<file path="config.mk">
export PLATFORM = sky130hd
export DESIGN_NAME = audio_ser_tx
export DESIGN_NICKNAME = d
export VERILOG_FILES = /design/src/rtl/audio_ser_pkg.sv /design/src/rtl/audio_ser_cfg.sv /design/src/rtl/audio_ser_clkgen.sv /design/src/rtl/audio_ser_slot.sv /design/src/rtl/audio_ser_bitsel.sv /design/src/rtl/audio_ser_tx.sv
export SDC_FILE = /design/constraint.sdc
export NUM_CORES = 1
export LEC_CHECK = 0
export ABC_AREA = 0
export BUFFER_PORTS_ARGS = -buffer_cell sky130_fd_sc_hd__buf_2
export CAP_MARGIN = 10
export CELL_PAD_IN_SITES_DETAIL_PLACEMENT = 1
export CELL_PAD_IN_SITES_GLOBAL_PLACEMENT = 2
export CORE_MARGIN = 1
export CORE_UTILIZATION = 38
export CTS_BUF_LIST = sky130_fd_sc_hd__clkbuf_8
export DETAILED_ROUTE_END_ITERATION = 12
export PLACE_DENSITY = 0.94
export SETUP_SLACK_MARGIN = 0.2
export SLEW_MARGIN = 20
export SYNTH_ARGS = -nofsm -noshare
export SYNTH_HDL_FRONTEND = slang
export SYNTH_SLANG_ARGS = --single-unit
</file>
<file path="constraint.sdc">
create_clock -name clk_i -period 8 [get_ports clk_i]
set_clock_uncertainty 0.15 [all_clocks]
set_input_delay 0.4 -clock clk_i [delete_from_list [all_inputs] [get_ports clk_i]]
set_output_delay 0.4 -clock clk_i [all_outputs]
set_load 0.03 [all_outputs]
</file>
<file path="src/rtl/audio_ser_pkg.sv">
`timescale 1ns/1ps
package audio_ser_pkg;

  localparam int SLOT_W     = 6;
  localparam int HALF_SLOTS = 32;
  localparam logic [3:0] CFG_ADDR = 4'b0001;

  typedef enum logic [1:0] {
    FMT_I2S = 2'b00,
    FMT_RJ  = 2'b01,
    FMT_DSP = 2'b10,
    FMT_LJ  = 2'b11
  } fmt_e;

  typedef struct packed {
    fmt_e       fmt;
    logic [1:0] ww;
    logic       slave;
    logic       mute_r;
    logic       mute_l;
  } cfg_t;

  function automatic cfg_t cfg_decode(input logic [6:0] f);
    cfg_t c;
    c.fmt    = fmt_e'(f[6:5]);
    c.ww     = f[4:3];
    c.slave  = f[2];
    c.mute_r = f[1];
    c.mute_l = f[0];
    return c;
  endfunction

  // reserved code 11 falls back to 24
  function automatic logic [5:0] width_of(input logic [1:0] ww);
    case (ww)
      2'b01:   return 6'd20;
      2'b10:   return 6'd16;
      default: return 6'd24;
    endcase
  endfunction

endpackage

</file>
<file path="src/rtl/audio_ser_cfg.sv">
`timescale 1ns/1ps
module audio_ser_cfg
  import audio_ser_pkg::*;
(
  input  logic        clk_i,
  input  logic        rst_ni,
  input  logic        we_i,
  input  logic [15:0] wdata_i,
  input  logic        bnd_i,
  output cfg_t        act_o,
  output cfg_t        nxt_o
);

  cfg_t pend_q, pend_d, act_q;
  logic hit;
  logic unused_rsvd;

  assign unused_rsvd = ^wdata_i[11:7];
  assign hit    = we_i && (wdata_i[15:12] == CFG_ADDR);
  // a write in the boundary cycle bypasses straight into the new frame
  assign pend_d = hit ? cfg_decode(wdata_i[6:0]) : pend_q;

  always_ff @(posedge clk_i or negedge rst_ni) begin
    if (!rst_ni) begin
      pend_q <= '0;
      act_q  <= '0;
    end else begin
      pend_q <= pend_d;
      if (bnd_i) act_q <= pend_d;
    end
  end

  assign act_o = act_q;
  assign nxt_o = pend_d;

  assert_act_only_at_bnd_R12: assert property (@(posedge clk_i) disable iff (!rst_ni)
    !bnd_i |=> $stable(act_q));

endmodule

</file>
<file path="src/rtl/audio_ser_clkgen.sv">
`timescale 1ns/1ps
module audio_ser_clkgen #(
  parameter int HALF_DIV = 2
) (
  input  logic clk_i,
  input  logic rst_ni,
  input  logic slave_i,
  input  logic bclk_i,
  input  logic lrclk_i,
  output logic fall_o,
  output logic lr_o,
  output logic bclk_o
);

  localparam int DIV_W = (HALF_DIV > 1) ? $clog2(HALF_DIV) : 1;
  localparam logic [DIV_W-1:0] DIV_LAST = DIV_W'(HALF_DIV - 1);

  logic [DIV_W-1:0] div_q;
  logic             bclk_q;
  logic             wrap;
  logic [2:0]       bs_q;
  logic [1:0]       ls_q;
  logic             m_fall, s_fall;

  assign wrap = (div_q == DIV_LAST);

  always_ff @(posedge clk_i or negedge rst_ni) begin
    if (!rst_ni) begin
      div_q  <= '0;
      bclk_q <= 1'b0;
    end else if (wrap) begin
      div_q  <= '0;
      bclk_q <= ~bclk_q;
    end else begin
      div_q  <= div_q + 1'b1;
    end
  end

  // two-stage synchronisers, frame clock kept aligned with bit clock
  always_ff @(posedge clk_i or negedge rst_ni) begin
    if (!rst_ni) begin
      bs_q <= '0;
      ls_q <= '0;
    end else begin
      bs_q <= {bs_q[1:0], bclk_i};
      ls_q <= {ls_q[0], lrclk_i};
    end
  end

  assign m_fall = wrap && bclk_q;
  assign s_fall = bs_q[2] && !bs_q[1];
  assign fall_o = slave_i ? s_fall : m_fall;
  assign lr_o   = ls_q[1];
  assign bclk_o = bclk_q && !slave_i;

endmodule

</file>
<file path="src/rtl/audio_ser_slot.sv">
`timescale 1ns/1ps
module audio_ser_slot
  import audio_ser_pkg::*;
(
  input  logic              clk_i,
  input  logic              rst_ni,
  input  logic              fall_i,
  input  logic              slave_i,
  input  logic              dsp_i,
  input  logic              lr_i,
  output logic [SLOT_W-1:0] slot_nxt_o,
  output logic              bnd_o
);

  logic [SLOT_W-1:0] slot_q, slot_nxt;
  logic              lr_prev_q;

  always_comb begin
    slot_nxt = slot_q + 1'b1;
    if (slave_i) begin
      if (dsp_i) begin
        if (lr_i && !lr_prev_q) slot_nxt = '0;
      end else if (lr_i != lr_prev_q) begin
        slot_nxt = lr_i ? SLOT_W'(HALF_SLOTS) : '0;
      end
    end
  end

  always_ff @(posedge clk_i or negedge rst_ni) begin
    if (!rst_ni) begin
      slot_q    <= '1;
      lr_prev_q <= 1'b0;
    end else if (fall_i) begin
      slot_q    <= slot_nxt;
      lr_prev_q <= lr_i;
    end
  end

  assign slot_nxt_o = slot_nxt;
  assign bnd_o      = fall_i && (slot_nxt == '0);

  assert_slot_hold_R11: assert property (@(posedge clk_i) disable iff (!rst_ni)
    !fall_i |=> $stable(slot_q));

  assert_master_step_R9: assert property (@(posedge clk_i) disable iff (!rst_ni)
    (fall_i && !slave_i) |=> (slot_q == $past(slot_q) + 1'b1));

endmodule

</file>
<file path="src/rtl/audio_ser_bitsel.sv">
`timescale 1ns/1ps
module audio_ser_bitsel
  import audio_ser_pkg::*;
#(
  parameter int SMP_W = 24
) (
  input  cfg_t              cfg_i,
  input  logic [SLOT_W-1:0] slot_i,
  input  logic [SMP_W-1:0]  left_i,
  input  logic [SMP_W-1:0]  right_i,
  output logic              sd_o,
  output logic              lr_o,
  output logic              left_o
);

  localparam int IDX_W = $clog2(SMP_W);
  localparam logic [6:0] HALF7 = 7'(HALF_SLOTS);
  localparam logic [6:0] TOP7  = 7'(SMP_W - 1);

  logic [6:0]       w7, p7, s7, k7, b7;
  logic             hit;
  logic [IDX_W-1:0] idx;
  logic             unused_b;

  always_comb begin
    w7     = {1'b0, width_of(cfg_i.ww)};
    p7     = {2'b0, slot_i[4:0]};
    s7     = {1'b0, slot_i};
    hit    = 1'b0;
    k7     = '0;
    left_o = ~slot_i[SLOT_W-1];
    case (cfg_i.fmt)
      FMT_I2S: begin
        hit = (p7 != 0) && (p7 <= w7);
        k7  = p7 - 7'd1;
      end
      FMT_LJ: begin
        hit = p7 < w7;
        k7  = p7;
      end
      FMT_RJ: begin
        hit = p7 >= (HALF7 - w7);
        k7  = p7 - (HALF7 - w7);
      end
      FMT_DSP: begin
        if ((s7 != 0) && (s7 <= w7)) begin
          left_o = 1'b1;
          hit    = 1'b1;
          k7     = s7 - 7'd1;
        end else if ((s7 > w7) && (s7 <= {w7[5:0], 1'b0})) begin
          left_o = 1'b0;
          hit    = 1'b1;
          k7     = s7 - 7'd1 - w7;
        end
      end
      default: ;
    endcase
  end

  assign b7       = TOP7 - k7;
  assign idx      = b7[IDX_W-1:0];
  assign unused_b = ^b7[6:IDX_W];

  assign sd_o = hit && (left_o ? (!cfg_i.mute_l && left_i[idx])
                               : (!cfg_i.mute_r && right_i[idx]));
  assign lr_o = (cfg_i.fmt == FMT_DSP) ? (slot_i == '0) : slot_i[SLOT_W-1];

endmodule

</file>
<file path="src/rtl/audio_ser_tx.sv">
`timescale 1ns/1ps
module audio_ser_tx
  import audio_ser_pkg::*;
#(
  parameter int HALF_DIV = 2,
  parameter int SMP_W    = 24
) (
  input  logic             clk_i,
  input  logic             rst_ni,
  input  logic             cfg_we_i,
  input  logic [15:0]      cfg_wdata_i,
  input  logic [SMP_W-1:0] smp_left_i,
  input  logic [SMP_W-1:0] smp_right_i,
  input  logic             bclk_i,
  input  logic             lrclk_i,
  output logic             bclk_o,
  output logic             lrclk_o,
  output logic             clk_dir_o,
  output logic             sdata_o
);

  cfg_t              act, nxt, use_c;
  logic              fall, bnd, lr_s, bclk_int;
  logic [SLOT_W-1:0] slot_nxt;
  logic [SMP_W-1:0]  l_q, r_q, l_use, r_use;
  logic              sd_bit, lr_bit, chan_left;
  logic              sdata_q, lrclk_q;

  audio_ser_cfg u_cfg (
    .clk_i   (clk_i),
    .rst_ni  (rst_ni),
    .we_i    (cfg_we_i),
    .wdata_i (cfg_wdata_i),
    .bnd_i   (bnd),
    .act_o   (act),
    .nxt_o   (nxt)
  );

  audio_ser_clkgen #(.HALF_DIV(HALF_DIV)) u_clkgen (
    .clk_i   (clk_i),
    .rst_ni  (rst_ni),
    .slave_i (act.slave),
    .bclk_i  (bclk_i),
    .lrclk_i (lrclk_i),
    .fall_o  (fall),
    .lr_o    (lr_s),
    .bclk_o  (bclk_int)
  );

  audio_ser_slot u_slot (
    .clk_i      (clk_i),
    .rst_ni     (rst_ni),
    .fall_i     (fall),
    .slave_i    (act.slave),
    .dsp_i      (act.fmt == FMT_DSP),
    .lr_i       (lr_s),
    .slot_nxt_o (slot_nxt),
    .bnd_o      (bnd)
  );

  // boundary slot uses the values being latched on this edge
  assign use_c = bnd ? nxt : act;
  assign l_use = bnd ? smp_left_i  : l_q;
  assign r_use = bnd ? smp_right_i : r_q;

  always_ff @(posedge clk_i or negedge rst_ni) begin
    if (!rst_ni) begin
      l_q <= '0;
      r_q <= '0;
    end else if (bnd) begin
      l_q <= smp_left_i;
      r_q <= smp_right_i;
    end
  end

  audio_ser_bitsel #(.SMP_W(SMP_W)) u_bitsel (
    .cfg_i   (use_c),
    .slot_i  (slot_nxt),
    .left_i  (l_use),
    .right_i (r_use),
    .sd_o    (sd_bit),
    .lr_o    (lr_bit),
    .left_o  (chan_left)
  );

  always_ff @(posedge clk_i or negedge rst_ni) begin
    if (!rst_ni) begin
      sdata_q <= 1'b0;
      lrclk_q <= 1'b0;
    end else if (fall) begin
      sdata_q <= sd_bit;
      lrclk_q <= lr_bit;
    end
  end

  assign bclk_o    = bclk_int;
  assign lrclk_o   = lrclk_q && !act.slave;
  assign clk_dir_o = !act.slave;
  assign sdata_o   = sdata_q;

  assert_sdata_on_fall_R11: assert property (@(posedge clk_i) disable iff (!rst_ni)
    !fall |=> $stable(sdata_o));

  assert_slave_quiet_R10: assert property (@(posedge clk_i) disable iff (!rst_ni)
    act.slave |-> (!bclk_o && !lrclk_o));

  assert_mute_left_R8: assert property (@(posedge clk_i) disable iff (!rst_ni)
    (fall && use_c.mute_l && chan_left) |=> !sdata_o);

  assert_dsp_pulse_R6: assert property (@(posedge clk_i) disable iff (!rst_ni)
    (fall && (use_c.fmt == FMT_DSP) && (slot_nxt != '0)) |=> !lrclk_q);

endmodule

</file>
==> impl_metrics.ini, run 1 <==
[worst_setup_path]
cp.depth = 24
max_stage_delay_ns = 0.53
rrSetupSlack_ns = 0.84
cp_max_fo = 19
cp_num_buf_inv = 2
rr_worst_depth = 24
endpoint_kind = register
worst_path_dominant_cell_family = simple AND/OR/NAND/NOR gates
worst_path_max_delay_cell = or4b_4
critPathLaunchType = register
worstPathRequired_ns = 8.10
critical_path_class = register to register
crit_chain = ha_1 > nand2b_1 > o21a_1 > nand2b_1 > ha_1 > nand3_1 > nor2_1 > nor2_1 > a21o_1 > inv_1 > ha_1 > inv_1 > ha_1 > and3b_1 > nor3_1 > a31oi_1 > or4b_4 > a211o_1 > a21o_1 > mux2_4 > a221o_1 > a211o_1 > and4b_1 > a221o_1
arrival_ns = 7.26
cpMostUsedCell = ha_1

[placement]
post-dp-hpwl_um = 9177
place_area_um2 = 5026
pre_cts_slack_ns = 0.8527
placedCellCount = 633
io_buffers = 67
gp_congestion = 0.9051

[floorplan]
core_area_um2 = 11560
initial_core_util = 0.3937
die_y_um = 111.5
die_w_um = 111.5
std_cell_rows = 39
die_area_um2 = 12420
io_pins = 73

[sta]
hold_violations = 0
slew-limit-headroom = 0.3990
fin_crit_ns = 7.156
tightest_slew_ns = 0.8988
hold_ws_ns = 0.1229
period_share = 0.8945
slew_violations = 0
tns_ns = 0
setup_viol = 0
rsz0062_at_grt = no
clock.fmax_mhz = 139.7
layout_setup_ws_ns = 0.8440

[yosys]
ys_seq_area_frac = 0.4303
synthFlopType = dfrtp_1
yosysWarnings = 0
ys_ff_latch = 78
synthArstFlopShare = 1.000
syn_avg_cell_area_um2 = 10.47
synth.distinct_cells = 76
synth_nets = 517
synth_edf_count = 0
synth_cells = 435
syn_area_um2 = 4553

[finish]
antenna_cells = 0
final_area_um2 = 5281
final_layout_size_suffix_gt1_frac = 0.3379
num-fill-cells = 1332
fin_util = 0.4567
final_cell_mix = dfrtp_1, buf_2, mux2_2
area_growth_syn_to_layout_pct = 15.99
layout_commonest_cell = dfrtp_1
instances_no_fill = 652
layout.nets = 586

[global_route]
grt_pass1_vias = 4148
grt-ovfl-total = 0
track_usage = 0.2129
antenna_found_initial = 0
grt_max_degree = 79
grt_pass1_wl_um = 20970

[clock_tree]
cts_tree = built
cts.path.max_buffers = 2
numCtsBuffers = 9
root_buffer = clkbuf_8
cts_sinks = 78
clkSlewWorstSetupHoldPaths_ns = 0.09
clk-insertion-delay-late_ns = 0.37
cts_resized = 0
htree_num_levels = 3

[drt]
routed_wl_um = 12240
initialDrtViolationCount = 155
ant_nets = 0
first_pass_iters = 10
dr_total_vias = 3730
vias_per_cell = 5.721
wire_per_inst_um = 18.78
drc_errors = 3

[power_and_ir_drop]
powerDensity_nw_per_um2 = 487.7
vdd_drop_max_uv = 211.3
power.total_mw = 2.576
leakage_nw = 2.307

[status]
violations = design-rule violations
status = finished with violations

[worst_hold_path]
hold_path.class = input port to register
hold_depth = 2

[run]
maxCapViolCount = 0
-- kinds of logic after synthesis --
family                   synth area share
multiplexers                       0.1621
AO/OA/AOI/OAI                      0.1729
XOR/XNOR                          0.02418
flip-flops                         0.4303
adder cells (fa/ha/maj)           0.03902
AND/OR/NAND/NOR                    0.1415
buffers and inverters             0.02996
-- worst paths after layout --
path	from	end
worst min-delay path	smp_left_i[8]	l_q[8]
worst min register to register	u_clkgen.bs_q[0]	u_clkgen.bs_q[1]
worst max-delay path	u_clkgen.ls_q[1]	sdata_o
max in group asynchronous	rst_ni	u_cfg.pend_q[3]
min in group asynchronous	rst_ni	u_clkgen.bs_q[2]
worst max register to register	u_clkgen.ls_q[1]	sdata_o
-- registers in the layout, summed over array words and instances (netlist names), 2 cells and up --
register / flops
l_q: 24
r_q: 24
u_cfg.act_o: 7
u_cfg.pend_q: 7
u_clkgen.bs_q: 3
u_clkgen.ls_q: 2
u_slot.slot_q: 6
-- cell usage after synthesis, drive strengths merged (4+ instances only) --
cell type  instances  area share
a2111oi            4      0.0091
a211o              4      0.0077
a211oi             5      0.0082
a21o               7       0.012
a21oi             15       0.016
a31oi              4      0.0055
buf                8       0.010
clkbuf             8      0.0066
dfrtp             72        0.40
dfstp              6       0.035
ha                11       0.030
inv               16       0.013
mux2              57        0.14
mux2i              7       0.015
nand2             25       0.021
nand2b             4      0.0055
nand3             11       0.013
nor2              37       0.031
nor2b              4      0.0055
nor3              13       0.014
o21a               4      0.0066
o21ai             30       0.033
o221a              4      0.0099
o22ai              5      0.0069
or2                9       0.012
xnor2              5      0.0096
xor2               5      0.0096
-- where the power goes --
part | internal, mW | switching, mW | leakage [nW]
combinational | 0.649 | 0.944 | 1.29
sequential | 0.568 | 0.0763 | 0.910
clock | 0.177 | 0.161 | 0.111
-- worst reg2reg max path: cells and delay by family, from the launching register on --
| kind | cells | cell delay, ns |
|---|---|---|
| and+or+nand+nor | 9 | 2.35 |
| AOI/OAI and AO/OA | 8 | 2.22 |
| adders and majority gates | 4 | 1.25 |
| muxes | 1 | 0.42 |
| DFF | 1 | 0.41 |
| buffers and inverters | 2 | 0.24 |
-- final cells by class --
cell class / instances / area, µm² / area share
clock buffers: 9 / 123.9 / 0.02345
repair buffers: 74 / 401.6 / 0.07605
inverters: 16 / 60.06 / 0.01137
well taps: 143 / 178.9 / 0.03388
multi-input cells: 325 / 2460 / 0.4658
flip-flops and latches: 78 / 1959 / 0.3710
clock inverters: 7 / 97.59 / 0.01848
-- what timing repair did --
item	in CTS	in global routing
buffers inserted	0	0
hold buffers	2	1
endpoints found under the hold margin	2	47
-- layer usage --
layer  GRT usage  up-vias  wire, µm
met5           0        -         0
met4     0.06667        0       174
met3     0.02722       18       407
met2      0.3671       91      6148
met1      0.2784     1879      5511
li1            -     1742         -
(Power assumes the default switching activity.)
==> run 2, diff against run 1 <==
- CORE_UTILIZATION: 38 -> 41
- PLACE_DENSITY: 0.94 -> 0.95
- clock period: 8 -> 8.8 ns (I/O delays scaled with it)
==> run 2 against run 1 <==
Net effect:
- the run now ends clean
- routed wire length fell by 1.4%
- total power fell by 10%
- sequential cell count did not move
- worst hold slack got worse by 0.092 ns
- core utilization rose by 2.4 points
- first-iteration DRC count rose by 9.0%
- combinational power fell by 9%
- die area fell by 7.2%
- final area fell by 1.3%
- via count fell by 1.6%
- largest power group unchanged
- highest routed layer unchanged
==> impl_metrics.ini, run 2 (synthesis results as in run 1) <==
[global_route]
met2_usage = 0.3719
antenna_found_initial = 0
grt_pass1_wl_um = 20380
track_usage = 0.2307
grt_max_degree = 79
grt_pass1_vias = 3983
gr-usage-met3 = 0.04661
grt-ovfl-total = 0
gr-usage-met1 = 0.3028
top_usage_layer = met2

[floorplan]
core_area_um2 = 10840
die_w_um = 107.4
die_y_um = 107.4
die_area_um2 = 11530
std_cell_rows = 38
initial_core_util = 0.4200
io_pins = 73

[finish]
layout_commonest_cell = dfrtp_1
final_area_um2 = 5215
layout.nets = 582
instances_no_fill = 643
area_growth_syn_to_layout_pct = 14.54
final_cell_mix = dfrtp_1, buf_2, mux2_2
fin_util = 0.4811
final_layout_size_suffix_gt1_frac = 0.3360
antenna_cells = 0
biggestRegsByFlops = l_q: 24 flops, r_q: 24 flops

[placement]
gp_congestion = 0.8964
pre_cts_slack_ns = 1.682
io_buffers = 67
place_area_um2 = 5015
placedCellCount = 629
post-dp-hpwl_um = 8986

[clock_tree]
cts_hold_buf = 0
cts_sinks = 78
htree_num_levels = 3
cts_tree = built
postCtsSetupBuffers = 0
clk-insertion-delay-late_ns = 0.36
cts_resized = 0
clkSlewWorstSetupHoldPaths_ns = 0.08
root_buffer = clkbuf_8
cts.path.max_buffers = 2
numCtsBuffers = 9

[worst_setup_path]
cp_max_fo = 19
worstPathRequired_ns = 8.90
critical_path_class = register to register
critPathLaunchType = register
rrSetupSlack_ns = 1.66
endpoint_kind = register
arrival_ns = 7.24

[power_and_ir_drop]
vdd_drop_max_uv = 172.8
powerDensity_nw_per_um2 = 444.2
power.total_mw = 2.317
leakage_nw = 2.290

[drt]
initialDrtViolationCount = 169
wire_per_inst_um = 18.77
vias_per_cell = 5.706
ant_nets = 0
routed_wl_um = 12070
drc_errors = 0
dr_total_vias = 3669
first_pass_iters = 4

[sta]
period_share = 0.8116
tns_ns = 0
hold_ws_ns = 0.03062
clock.fmax_mhz = 140.0
hold_violations = 0
tightest_slew_ns = 0.9940
setup_viol = 0
slew_violations = 0
slew-limit-headroom = 0.3374
layout_setup_ws_ns = 1.658
fin_crit_ns = 7.142
rsz0062_at_grt = no

[worst_hold_path]
hold_path.class = input port to register

[run]
maxCapViolCount = 0

[status]
status = completed
run 2: cell count changes in the layout (fill, tap and decap cells not counted), sizes merged:
cell	before	now
clkinv	3	1
buf	71	70
clkbuf	9	11
dlygate4sd3	3	0
clkinvlp	1	0
bufinv	2	1
run 2: final timing paths:
kind                                       start               end  cells after the start
worst max-delay path            u_clkgen.ls_q[1]           sdata_o                     24
worst min-delay path                     lrclk_i  u_clkgen.ls_q[0]                      1
worst max register to register  u_clkgen.ls_q[1]           sdata_o                     24
worst min register to register  u_clkgen.bs_q[0]  u_clkgen.bs_q[1]                      0
max in group asynchronous                 rst_ni    u_cfg.act_o[6]                      1
min in group asynchronous                 rst_ni           lrclk_q                      1
run 2: final cells by class:
cell class,instances,area [µm²]
multi-input combinational,325,2465
inverter,16,60.06
sequential,78,1959
timing repair buffer,70,360.3
tap,140,175.2
clock buffer,11,151.4
clock inverter,3,43.79
fill,1239,5625
run 2: layer usage:
| metal | wire length (µm) | share of wire |
|---|---|---|
| met1 | 5578 | 0.46 |
| met2 | 5677 | 0.47 |
| met3 | 534 | 0.044 |
| met4 | 277 | 0.023 |
| met5 | 0 | 0 |
run 2: worst max-delay path: stages, from the launching register on:
cell,delay [ns]
dfrtp_1,0.40
ha_1,0.30
nand2b_1,0.16
o21a_1,0.29
nand2b_1,0.22
ha_1,0.41
nand3_1,0.32
nor2_1,0.47
nor2_1,0.08
a21o_1,0.21
inv_1,0.08
ha_1,0.23
inv_1,0.17
ha_1,0.29
and3b_1,0.21
nor3_1,0.15
a31oi_1,0.06
or4b_4,0.52
a211o_1,0.35
a21o_1,0.45
mux2_4,0.43
a221o_1,0.35
a211o_1,0.25
and4b_1,0.20
a221o_1,0.25
run 2: where the power goes:
part | switching (mW) | leakage (nW) | internal (mW)
sequential | 0.0700 | 0.910 | 0.516
combinational | 0.865 | 1.28 | 0.588
clock | 0.133 | 0.102 | 0.144
total | 1.07 | 2.29 | 1.25
==> run 3, diff against run 2 <==
- CORE_UTILIZATION: 41 -> 34
- PLACE_DENSITY: 0.95 -> 0.89
- clock period: 8.8 -> 6.2 ns (I/O delays scaled with it)
==> run 3 against run 2 <==
Net effect:
- critical path depth fell by 1
- core utilization decreased by 4.5 points
- die area grew 20%
- via count up 4.2%
- global-route usage down 2.6 points
- final area grew 7.1%
- fmax rose by 25%
- sequential cell count is the same
- register-to-register slack worse by 1.2 ns
- critical path type unchanged
- critical endpoint unchanged
- largest cell class unchanged
==> impl_metrics.ini, run 3 (synthesis results as in run 1) <==
[drt]
routed_wl_um = 13240
initialDrtViolationCount = 161
dr_total_vias = 3823
first_pass_iters = 4
drc_errors = 0
vias_per_cell = 5.385
wire_per_inst_um = 18.65
ant_nets = 0

[global_route]
grt_max_degree = 79
grt_pass1_vias = 4186
antenna_found_initial = 0
grt_pass1_wl_um = 22180
track_usage = 0.2045
grt-ovfl-total = 0

[worst_setup_path]
arrival_ns = 5.82
r2r_end = sdata_o
crit_chain = ha_1 > nand2b_4 > o21a_4 > nand2b_1 > ha_2 > nand3_4 > nor2_4 > nor2_1 > a21o_1 > ha_1 > inv_2 > ha_4 > and3b_2 > nand4_1 > a31oi_1 > or4b_4 > a211o_1 > a21o_1 > mux2_4 > a221o_1 > a211o_1 > and4b_1 > a221o_1
endpoint_kind = register
cp_max_fo = 8
worst_path_dominant_cell_family = compound AO/OA/AOI/OAI gates
rr_worst_depth = 23
critPathLaunchType = register
worst_path_max_delay_cell = or4b_4
critical_path_class = register to register
reg2reg_from = u_clkgen.ls_q[1]
max_stage_delay_ns = 0.50
rrSetupSlack_ns = 0.49
cp_num_buf_inv = 1
worstPathRequired_ns = 6.31

[finish]
area_growth_syn_to_layout_pct = 22.73
layout.nets = 615
antenna_cells = 0
final_layout_size_suffix_gt1_frac = 0.3959
biggestRegsByFlops = l_q: 24 flops, r_q: 24 flops
layout_commonest_cell = dfrtp_1
final_cell_mix = dfrtp_1, buf_2, mux2_2

[status]
status = completed

[worst_hold_path]
worstHoldEndpoint = u_cfg.pend_q[3]
hold_path.class = input port to register
hp-start = cfg_wdata_i[3]
hold_depth = 3

[run]
maxCapViolCount = 0

[clock_tree]
cts_tree = built
cts.path.max_buffers = 2
root_buffer = clkbuf_8
numCtsBuffers = 9
cts_sinks = 78
clkSlewWorstSetupHoldPaths_ns = 0.09
htree_num_levels = 3
clk-insertion-delay-late_ns = 0.37

[sta]
tightest_slew_ns = 0.7843
period_share = 0.9208
setup_viol = 0
rsz0062_at_grt = no
fin_crit_ns = 5.709
tns_ns = 0
layout_setup_ws_ns = 0.4907
clock.fmax_mhz = 175.2
slew-limit-headroom = 0.4731
slew_violations = 0
hold_violations = 0

[floorplan]
die_area_um2 = 13860
initial_core_util = 0.3550
die_w_um = 117.7
die_y_um = 117.7
io_pins = 73
std_cell_rows = 41
core_area_um2 = 12820

[power_and_ir_drop]
vdd_drop_max_uv = 230.3
p_switching_mw = 1.618
pwr-share-seq = 0.231
clockPowerShare = 0.111
p_int_mw = 1.973
leakage_nw = 2.447
p_sw_frac = 0.4506
powerDensity_nw_per_um2 = 642.7
combPwrFrac = 0.658

[placement]
gp_congestion = 0.8173
post-dp-hpwl_um = 10120
pre_cts_slack_ns = 0.3045
io_buffers = 67
[run 3: changes by cell type in the layout (fill, tap and decap cells not counted), sizes merged]
cell / before / now
dlygate4sd3: 0 / 3
buf: 70 / 100
clkinv: 1 / 2
clkbuf: 11 / 10
inv: 17 / 18
clkinvlp: 0 / 1
[run 3: layout make-up]
type / instances / area (µm²)
clock buffer: 10 / 137.6
inverter: 16 / 60.06
sequential: 78 / 1959
clock inverter: 6 / 60.06
multi-input combinational: 325 / 2536
tap: 172 / 215.2
timing repair buffer: 103 / 619.3
fill: 1487 / 7237
[run 3: per-layer routing]
| metal | global-route usage | up-vias | wire length [µm] |
|---|---|---|---|
| li1 | - | 1801 | - |
| met4 | 0.07853 | 0 | 294 |
| met1 | 0.2728 | 1927 | 6153 |
| met2 | 0.3305 | 77 | 6355 |
| met5 | 0 | - | 0 |
| met3 | 0.03440 | 18 | 439 |
[run 3: stage by stage]
step | area (µm²) | cells | hold slack, ns | util | total power, mW
finish | 5588 | 710 | 0.02526 | 0.4357 | 3.591
global route | 5588 | 710 | 0.01796 | 0.4357 | 3.896
CTS | 5458 | 702 | 0.003699 | 0.4256 | 3.507
detailed placement | 5240 | 684 | 0.1941 | 0.4086 | 3.090
global placement | 5240 | 684 | 0.1893 | 0.4086 | 3.012
floorplan | 4566 | 435 | -0.1356 | - | 2.348
[run 3: worst max path at each step]
| stage | end | cells past startpoint | slack (ns) | from |
|---|---|---|---|---|
| after global placement | sdata_o | 24 | 0.48 | u_clkgen.ls_q[1] |
| after floorplan | sdata_o | 26 | 0.28 | u_clkgen.ls_q[1] |
| final | sdata_o | 23 | 0.49 | u_clkgen.ls_q[1] |
| after detailed placement | sdata_o | 24 | 0.30 | u_clkgen.ls_q[1] |
| after CTS | sdata_o | 24 | 0.29 | u_clkgen.ls_q[1] |
| after global routing | sdata_o | 24 | 0.22 | u_clkgen.ls_q[1] |
[run 3: repair_timing]
| action | in CTS | in global routing |
|---|---|---|
| endpoints found under the hold margin | 2 | 72 |
| endpoints found under the setup margin | 0 | 1 |
| setup buffers | 0 | 7 |
| resized for setup | 0 | 16 |
| hold buffers | 2 | 1 |
[run 3: tightest hold or removal path, delay by kind of cell]
| family | cells | cell delay, ns |
|---|---|---|
| buf+inv | 2 | 0.13 |
| mux | 1 | 0.08 |
[run 3: power groups by stage]
| stage | Combinational, mW | Clock [mW] | Sequential, mW |
|---|---|---|---|
| floorplan | 1.55 | 0 | 0.799 |
| global placement | 2.19 | 0 | 0.822 |
| detailed placement | 2.25 | 0 | 0.839 |
| CTS | 2.27 | 0.411 | 0.831 |
| global route | 2.60 | 0.435 | 0.859 |
| finish | 2.36 | 0.399 | 0.831 |
